$ cat src/rtl/ss_pkg.sv
package ss_pkg;
  typedef enum logic [2:0] {
    ST_IDLE,
    ST_WLO,
    ST_WHI,
    ST_RLO,
    ST_RHI,
    ST_RFIN
  } ss_state_e;

  localparam logic OP_PUSH = 1'b0;
  localparam logic OP_POP  = 1'b1;
endpackage

$ cat src/rtl/ss_ptr.sv
module ss_ptr #(
  parameter int OFS_W = 16,
  parameter int STEP  = 2
) (
  input  logic             clk,
  input  logic             rst,
  input  logic             dec,
  input  logic             inc,
  output logic [OFS_W-1:0] sp
);
  localparam logic [OFS_W-1:0] STEP_V = OFS_W'(STEP);

  always_ff @(posedge clk) begin
    if (rst)      sp <= '0;
    else if (dec) sp <= sp - STEP_V;
    else if (inc) sp <= sp + STEP_V;
  end

  // decrement by two, modulo 2^OFS_W
  a_r2_push_dec: assert property (@(posedge clk) disable iff (rst)
    dec |=> sp == $past(sp) - STEP_V);
  // increment by two after the response
  a_r5_pop_inc: assert property (@(posedge clk) disable iff (rst)
    (inc && !dec) |=> sp == $past(sp) + STEP_V);
  // no movement without an update request
  a_r7_sp_hold: assert property (@(posedge clk) disable iff (rst)
    (!dec && !inc) |=> $stable(sp));
endmodule

$ cat src/rtl/ss_addr.sv
module ss_addr #(
  parameter int OFS_W     = 16,
  parameter int SEG_SHIFT = 4,
  localparam int PA_W     = OFS_W + SEG_SHIFT
) (
  input  logic [OFS_W-1:0] seg,
  input  logic [OFS_W-1:0] ofs,
  input  logic             byte_hi,
  output logic [PA_W-1:0]  addr
);
  logic [PA_W-1:0] seg_base;

  always_comb begin
    seg_base = {seg, {SEG_SHIFT{1'b0}}};
    addr     = seg_base + PA_W'(ofs) + PA_W'(byte_hi);
  end
endmodule

$ cat src/rtl/ss_ctrl.sv
module ss_ctrl
  import ss_pkg::*;
#(
  parameter int BYTE_W  = 8,
  localparam int WORD_W = 2 * BYTE_W
) (
  input  logic              clk,
  input  logic              rst,
  input  logic              req_valid,
  input  logic              req_op,
  input  logic [WORD_W-1:0] req_data,
  output logic              req_ready,
  output logic              busy,
  output logic              sp_dec,
  output logic              sp_inc,
  output logic              byte_hi,
  output logic              mem_en,
  output logic              mem_we,
  output logic [BYTE_W-1:0] mem_wdata,
  input  logic [BYTE_W-1:0] mem_rdata,
  output logic              rsp_valid,
  output logic [WORD_W-1:0] rsp_data
);
  ss_state_e         state, state_n;
  logic [WORD_W-1:0] data_q;
  logic [BYTE_W-1:0] lo_q;
  logic              accept;

  always_comb begin
    busy      = (state != ST_IDLE);
    req_ready = !busy;
    accept    = req_valid && req_ready;
    sp_dec    = accept && (req_op == OP_PUSH);
    sp_inc    = (state == ST_RFIN);
    byte_hi   = (state == ST_WHI) || (state == ST_RHI);
    mem_we    = (state == ST_WLO) || (state == ST_WHI);
    mem_en    = mem_we || (state == ST_RLO) || (state == ST_RHI);
    mem_wdata = byte_hi ? data_q[WORD_W-1:BYTE_W] : data_q[BYTE_W-1:0];
    rsp_valid = (state == ST_RFIN);
    rsp_data  = {mem_rdata, lo_q};
    unique case (state)
      ST_IDLE: state_n = accept ? ((req_op == OP_PUSH) ? ST_WLO : ST_RLO) : ST_IDLE;
      ST_WLO:  state_n = ST_WHI;
      ST_RLO:  state_n = ST_RHI;
      ST_RHI:  state_n = ST_RFIN;
      default: state_n = ST_IDLE;
    endcase
  end

  always_ff @(posedge clk) begin
    if (rst) begin
      state  <= ST_IDLE;
      data_q <= '0;
      lo_q   <= '0;
    end else begin
      state <= state_n;
      if (accept)            data_q <= req_data;
      if (state == ST_RHI)   lo_q   <= mem_rdata;
    end
  end

  // writes only as part of an enabled access
  a_r3_we_needs_en: assert property (@(posedge clk) disable iff (rst)
    mem_we |-> mem_en);
  // low-byte write is followed by the high-byte write
  a_r3_hi_after_lo: assert property (@(posedge clk) disable iff (rst)
    (mem_we && !byte_hi) |=> (mem_we && byte_hi));
  // low-byte read is followed by the high-byte read
  a_r5_read_order: assert property (@(posedge clk) disable iff (rst)
    (mem_en && !mem_we && !byte_hi) |=> (mem_en && !mem_we && byte_hi));
  // response strobe lasts one cycle
  a_r6_rsp_single: assert property (@(posedge clk) disable iff (rst)
    rsp_valid |=> !rsp_valid);
  // idle means no memory access
  a_r9_idle_quiet: assert property (@(posedge clk) disable iff (rst)
    !busy |-> !mem_en);
  // an accepted request makes the unit busy
  a_r7_accept_busy: assert property (@(posedge clk) disable iff (rst)
    (req_valid && req_ready) |=> busy);
endmodule

$ cat src/rtl/seg_stack_unit.sv
module seg_stack_unit #(
  parameter int OFS_W     = 16,
  parameter int SEG_SHIFT = 4,
  parameter int BYTE_W    = 8,
  localparam int PA_W     = OFS_W + SEG_SHIFT,
  localparam int WORD_W   = 2 * BYTE_W
) (
  input  logic              clk,
  input  logic              rst,
  input  logic              req_valid,
  output logic              req_ready,
  input  logic              req_op,
  input  logic [WORD_W-1:0] req_data,
  input  logic [OFS_W-1:0]  stack_seg,
  output logic              busy,
  output logic [OFS_W-1:0]  sp_out,
  output logic              mem_en,
  output logic              mem_we,
  output logic [PA_W-1:0]   mem_addr,
  output logic [BYTE_W-1:0] mem_wdata,
  input  logic [BYTE_W-1:0] mem_rdata,
  output logic              rsp_valid,
  output logic [WORD_W-1:0] rsp_data
);
  logic sp_dec, sp_inc, byte_hi;

  ss_ctrl #(.BYTE_W(BYTE_W)) u_ctrl (
    .clk(clk), .rst(rst),
    .req_valid(req_valid), .req_op(req_op), .req_data(req_data),
    .req_ready(req_ready), .busy(busy),
    .sp_dec(sp_dec), .sp_inc(sp_inc), .byte_hi(byte_hi),
    .mem_en(mem_en), .mem_we(mem_we), .mem_wdata(mem_wdata),
    .mem_rdata(mem_rdata),
    .rsp_valid(rsp_valid), .rsp_data(rsp_data)
  );

  ss_ptr #(.OFS_W(OFS_W), .STEP(WORD_W / BYTE_W)) u_ptr (
    .clk(clk), .rst(rst), .dec(sp_dec), .inc(sp_inc), .sp(sp_out)
  );

  ss_addr #(.OFS_W(OFS_W), .SEG_SHIFT(SEG_SHIFT)) u_addr (
    .seg(stack_seg), .ofs(sp_out), .byte_hi(byte_hi), .addr(mem_addr)
  );

  // the offset seen by the first push write is already lowered
  a_r2_dec_before_write: assert property (@(posedge clk) disable iff (rst)
    sp_dec |=> (mem_we && sp_out == $past(sp_out) - OFS_W'(2)));
  // the offset is unchanged across the pop read cycles
  a_r5_sp_held_on_read: assert property (@(posedge clk) disable iff (rst)
    (mem_en && !mem_we) |=> $stable(sp_out));
endmodule

$ cat config.mk
export PLATFORM = sky130hd
export DESIGN_NAME = seg_stack_unit
export DESIGN_NICKNAME = d
export VERILOG_FILES = /design/src/rtl/ss_pkg.sv /design/src/rtl/ss_ptr.sv /design/src/rtl/ss_addr.sv /design/src/rtl/ss_ctrl.sv /design/src/rtl/seg_stack_unit.sv
export SDC_FILE = /design/constraint.sdc
export NUM_CORES = 1
export LEC_CHECK = 0
export BUFFER_PORTS_ARGS = -buffer_cell sky130_fd_sc_hd__buf_4
export CAP_MARGIN = 25
export CORE_UTILIZATION = 50
export CTS_CLUSTER_DIAMETER = 40
export CTS_CLUSTER_SIZE = 24
export DETAILED_ROUTE_END_ITERATION = 6
export GPL_ROUTABILITY_DRIVEN = 1
export GPL_TIMING_DRIVEN = 0
export PLACE_DENSITY = 0.84
export SLEW_MARGIN = 20
export SYNTH_ARGS = -nofsm -noshare
export SYNTH_HDL_FRONTEND = slang
export SYNTH_SLANG_ARGS = --single-unit
$ cat constraint.sdc
create_clock -name clk -period 3.9 [get_ports clk]
set_input_delay 0.39 -clock clk [delete_from_list [all_inputs] [get_ports clk]]
set_output_delay 0.39 -clock clk [all_outputs]
set_load 0.02 [all_outputs]
Yosys cells after proc, flatten, opt, wreduce, memory -nomap -nowiden
Index checks and enable logic that the tools add are counted.

Add/subtract/negate cells: 4. Equality and inequality tests: 5. Mux-type cells: 6. Bitwise gates (word level): 1. Reductions and logical operators: 10.

Operators by type and width (number): $mux W16 (2); $add A20 B1 Y20 (1); $add A20 B16 Y20 (1); $add A16 B2 Y16 const B (1); $sub A16 B2 Y16 const B (1); $pmux W3 S4 (1); $mux W8 (1); $eq A3 B2 Y1 const B (2); $eq A3 B3 Y1 const B (2); $logic_or A1 B1 Y1 (4); $eq A3 B1 Y1 const B (1); $logic_not A3 Y1 (1); $mux W3 (1); $reduce_bool A3 Y1 (1); $logic_and A1 B1 Y1 (2); $mux W2 (1); $reduce_bool A2 Y1 (1); $logic_not A1 Y1 (1); $not A1 Y1 (1).

Register bits: 43. Bits of input ports: 44. Output and inout port bits: 65. Word-level logic and storage cells: 30.

Depth between registers and ports, before layout
Word-level depth: 5. Mapped depth: 11. Depth with buffers taken out: 10.

Hierarchy
Synthesis repeated with hierarchy kept, for this count alone.

Cell total of the unflattened synthesis: 397. Area, all modules: 3259.4 sq um.

Modules (own cells, without submodules): ss_ctrl (instances 1, cells each 139, area each 1242.4 sq um); ss_ptr (instances 1, cells each 143, area each 1166.1 sq um); ss_addr (instances 1, cells each 115, area each 850.8 sq um).

Worst setup path after synthesis
No wires, ideal clock.

Kind: register to output. Start: register u_ptr.sp[5]. End: output mem_addr[14]. Arrival time: 2.337 ns. Required time: 3.510 ns. Slack: 1.173 ns. Cell stages (with the launch flop): 10. Path buffers: 1. Path through: dfxtp_1 > clkbuf_1 > inv_1 > fa_1 > nor2b_1 > o2111ai_1 > nand3_1 > a31o_2 > a21oi_1 > xnor2_1.

Cells in the longest elaborated chain, start to end: 2.

Ends and longest elaborated chain: start, declared (line ss_ptr.sv:9) `output logic [OFS_W-1:0] sp`; start signal, assigned (line ss_ptr.sv:15) `else if (dec) sp <= sp - STEP_V;`; start signal, assigned (line ss_ptr.sv:16) `else if (inc) sp <= sp + STEP_V;`; $add A20 B16 Y20 (line ss_addr.sv:15) `addr = seg_base + PA_W'(ofs) + PA_W'(byte_hi);`; $add A20 B1 Y20 (line ss_addr.sv:15); end, declared (line seg_stack_unit.sv:19) `output logic [PA_W-1:0] mem_addr,`.

No other way between the ends.

Worst setup path in the final report
Start: register u_ptr.sp[5]. End: output mem_addr[18].

Same word-level chain as after synthesis.

==> impl_summary.log <==
[metrics] cell types with the highest counts after synthesis: 66 x sky130_fd_sc_hd__nand2_1, 43 x sky130_fd_sc_hd__a21oi_1, 42 x sky130_fd_sc_hd__dfxtp_1, 36 x sky130_fd_sc_hd__nor2_1, 22 x sky130_fd_sc_hd__xnor2_1
[metrics] final weighted congestion in routability-driven placement: 0.9501
[metrics] Worst Slack Setup Final: 639.8 ps
[metrics] clock sink total: 42
[metrics] worst-path fanout max: 9
[metrics] total inserted antenna cells: 0
[metrics] maximum resistive drop on vdd: 0.2390 mV
[metrics] setup slack of the worst register-to-register path: 1110 ps
[metrics] Mapped Nets: 435
[metrics] total of hold buffers inserted after clock tree synthesis: 0
[metrics] gr usage total: 0.2490
[metrics] global-route wire length before repair: 12,160 um
[metrics] class of the tightest hold or removal check: input port to flip-flop
[metrics] Final Setup Violations: 0
[metrics] number of hold violations in the final report: 0
[metrics] H-tree level count: 2
[metrics] capturing element type of the critical path: output port
[metrics] static leakage: 1.756 nW
[metrics] number of enable-type register cells in the synthesized netlist: 0
[metrics] ratio of cells with drive above 1 in the final layout: 0.2994
[metrics] clock slew at the register clock pins of the worst setup and hold paths: 80 ps
[metrics] quantity of I/O buffers inserted on ports: 106
[metrics] Unique masters post-synth: 51
[metrics] number of inserted filler cells in the final layout: 488
[metrics] number of ports placed on the die boundary: 109
[metrics] count of nets left with antenna violations after detail routing: 0
[metrics] total negative slack: 0 ps
[metrics] clock tree from TritonCTS: yes
[metrics] minimum period implied by the final worst setup slack: 3260 ps
[metrics] setup bufs post-CTS: 0
[metrics] Initial Utilization: 0.5212
[metrics] count of instances resized after the clock tree is built: 0
[metrics] Clk Latency, worst-skew pair: 300 ps
[metrics] kind of launch point of the worst setup path: flip-flop
[metrics] Area contributors post-synth: sky130_fd_sc_hd__dfxtp_1 29%, sky130_fd_sc_hd__nand2_1 8.6%, sky130_fd_sc_hd__a21oi_1 7.5%, sky130_fd_sc_hd__xnor2_1 6.7%, sky130_fd_sc_hd__ha_1 5.7%
[metrics] headroom to the max-slew limit: 0.4954
[metrics] crit path cell chain: clkbuf_1 -> inv_1 -> fa_1 -> nor2b_1 -> o2111ai_1 -> a21oi_1 -> o31a_1 -> a31oi_1 -> a21oi_1 -> buf_4
[metrics] max-cap violation count: 0
[metrics] sequential cell area in the final layout: 840.8 um2
[metrics] most used flip-flop cell after synthesis: sky130_fd_sc_hd__dfxtp_1
[metrics] per-instance average area after synthesis: 7.613 um2
[metrics] number of remaining DRC errors: 0
[metrics] final clock skew: 9.429 ps
[metrics] yosys warns: 0
[metrics] Crit path arrival time: 2870 ps
[metrics] maximum buffer depth of the clock tree: 2
[metrics] via count of the first global-routing pass: 2,701
[metrics] Cell Rows: 27
[metrics] part of the Yosys area used for sequential elements: 0.2929
[metrics] count of final max-slew check failures: 0
[metrics] portion of synthesized cell area occupied by the leading cell type: 0.2929
[metrics] largest net degree at the start of global routing: 14
[metrics] run status: finished clean
[metrics] most numerous cell in the Yosys netlist: sky130_fd_sc_hd__nand2_1
[metrics] post-synthesis cell type with the largest combined area: sky130_fd_sc_hd__dfxtp_1
[metrics] core area: 5507 um2
[metrics] Starting DRT DRC Count: 184
[metrics] number of antenna violations at the first check in global routing: 0
[metrics] x dimension of the die: 77.77 um
[metrics] critical path's most frequent cell: sky130_fd_sc_hd__a21oi_1
[metrics] die outline height: 77.77 um
[metrics] final HPWL from detailed placement: 5740 um
[metrics] DIE AREA: 6047 um2
[metrics] stage delay of the slowest cell on the critical path: 470 ps
[metrics] multi-input combinational cell area: 1804 um2
[metrics] unrepaired setup endpoints after global routing: no
[metrics] minimum setup slack after placement: 1012 ps
[metrics] DRT Wirelength: 7676 um
[metrics] total via count after detailed routing: 3,062
[metrics] slew at the pin with the worst max-slew slack: 754.1 ps
[metrics] synthesized flop and latch total: 42
[metrics] power density cells: 372.1 nW/um2
[metrics] crit path max-delay cell type: sky130_fd_sc_hd__fa_1
[metrics] critical path class: flip-flop to output port
[metrics] hold_ws: 324.5 ps
[metrics] maximum clock frequency: 0.3067 GHz
[metrics] Worst Path Required: 3510 ps
[metrics] final layout net count: 548
[metrics] root cell of the clock tree: sky130_fd_sc_hd__clkbuf_8
[metrics] mapped cell area: 2870 um2
[metrics] vias per cell: 5.439
[metrics] clock buffer count from CTS: 5
[metrics] async set-or-reset flop fraction in the synthesized netlist: 0
[metrics] detailed-route wire length per cell: 13.63 um
[metrics] TritonRoute pass-1 iters: 5
[metrics] Synth Instances: 377
[metrics] relative area change from synthesis to final layout: 34.18%
[metrics] share of the cycle needed by the critical path after routing: 0.8359
[metrics] GRT overflow: 0
[sequential cells by signal, summed over array words and instances (netlist names)]
| name | flops |
|---|---|
| u_ctrl.data_q | 16 |
| u_ctrl.state | 3 |
| u_ctrl.lo_q | 8 |
| u_ptr.sp | 15 |
[worst max-delay path, delay by kind of cell, from the launching register on]
kind,cells,cell delay [ps]
adders and majority gates,1,470
AOI/OAI and AO/OA,5,820
DFF,1,360
and+or+nand+nor,1,190
buffers and inverters,3,730
[layer usage]
layer / GRT usage / up-vias / share of wire
met2: 0.4283 / 114 / 0.50
met5: 0 / - / 0
met1: 0.3143 / 1415 / 0.43
li1: - / 1518 / -
met4: 0.09245 / 0 / 0.016
met3: 0.03412 / 15 / 0.055
[final timing paths]
path	startpoint	to	cells after the start
max	u_ptr.sp[5]$_SDFFE_PP0P_	mem_addr[18]	10
min	req_data[5]	u_ctrl.data_q[5]$_SDFFE_PP0N_	3
max reg2reg	u_ctrl.state[0]$_SDFF_PP0_	u_ptr.sp[13]$_SDFFE_PP0P_	11
min reg2reg	u_ctrl.data_q[6]$_SDFFE_PP0N_	u_ctrl.data_q[6]$_SDFFE_PP0N_	2
[stage by stage]
stage / cell area [um2] / cells / total power, mW / util
final: 3851 / 563 / 1.433 / 0.6994
after global routing: 3851 / 563 / 1.508 / 0.6994
after CTS: 3851 / 563 / 1.434 / 0.6994
after detailed placement: 3756 / 555 / 1.138 / 0.6821
after global placement: 3756 / 555 / 1.123 / 0.6821
after floorplan: 2870 / 377 / 0.9155 / -
[layout by cell type, fill, tap and decap left out, drive strengths merged, types with 5 or more instances in the layout]
cell type    n
buf        125
nand2       67
a21oi       43
dfxtp       42
nor2        37
xnor2       22
clkbuf      22
nor3        14
ha          13
nand3       10
mux2         9
xor2         8
o21ai        8
inv          7
nand4        5
[cell families (layout without fill, tap and decap cells)]
group                    Yosys count  in the layout  share of synthesized area
multiplexers                      13             13                    0.04926
AO/OA/AOI/OAI                     78             78                     0.1661
AND/OR/NAND/NOR                  157            157                     0.2568
XOR/XNOR                          30             30                    0.09154
flip-flops                        42             42                     0.2929
buffers and inverters             42            156                    0.07846
adder cells (fa/ha/maj)           14             14                    0.06365
other                              1              1                   0.001307
[power by group]
part	internal [mW]	switching (mW)	leakage [nW]
sequential	0.461	0.0354	0.343
combinational	0.284	0.354	1.37
clock	0.142	0.156	0.0472
[final cells by class]
class                      instances  area share
clock buffer                       6     0.02144
timing repair buffer             106      0.2066
buffer                            35     0.05166
inverter                           7    0.006823
sequential                        42      0.2183
multi-input combinational        293      0.4685
tap                               72     0.02339
clock inverter                     2    0.003249
Note: power is estimated with default switching activity, not from simulation.
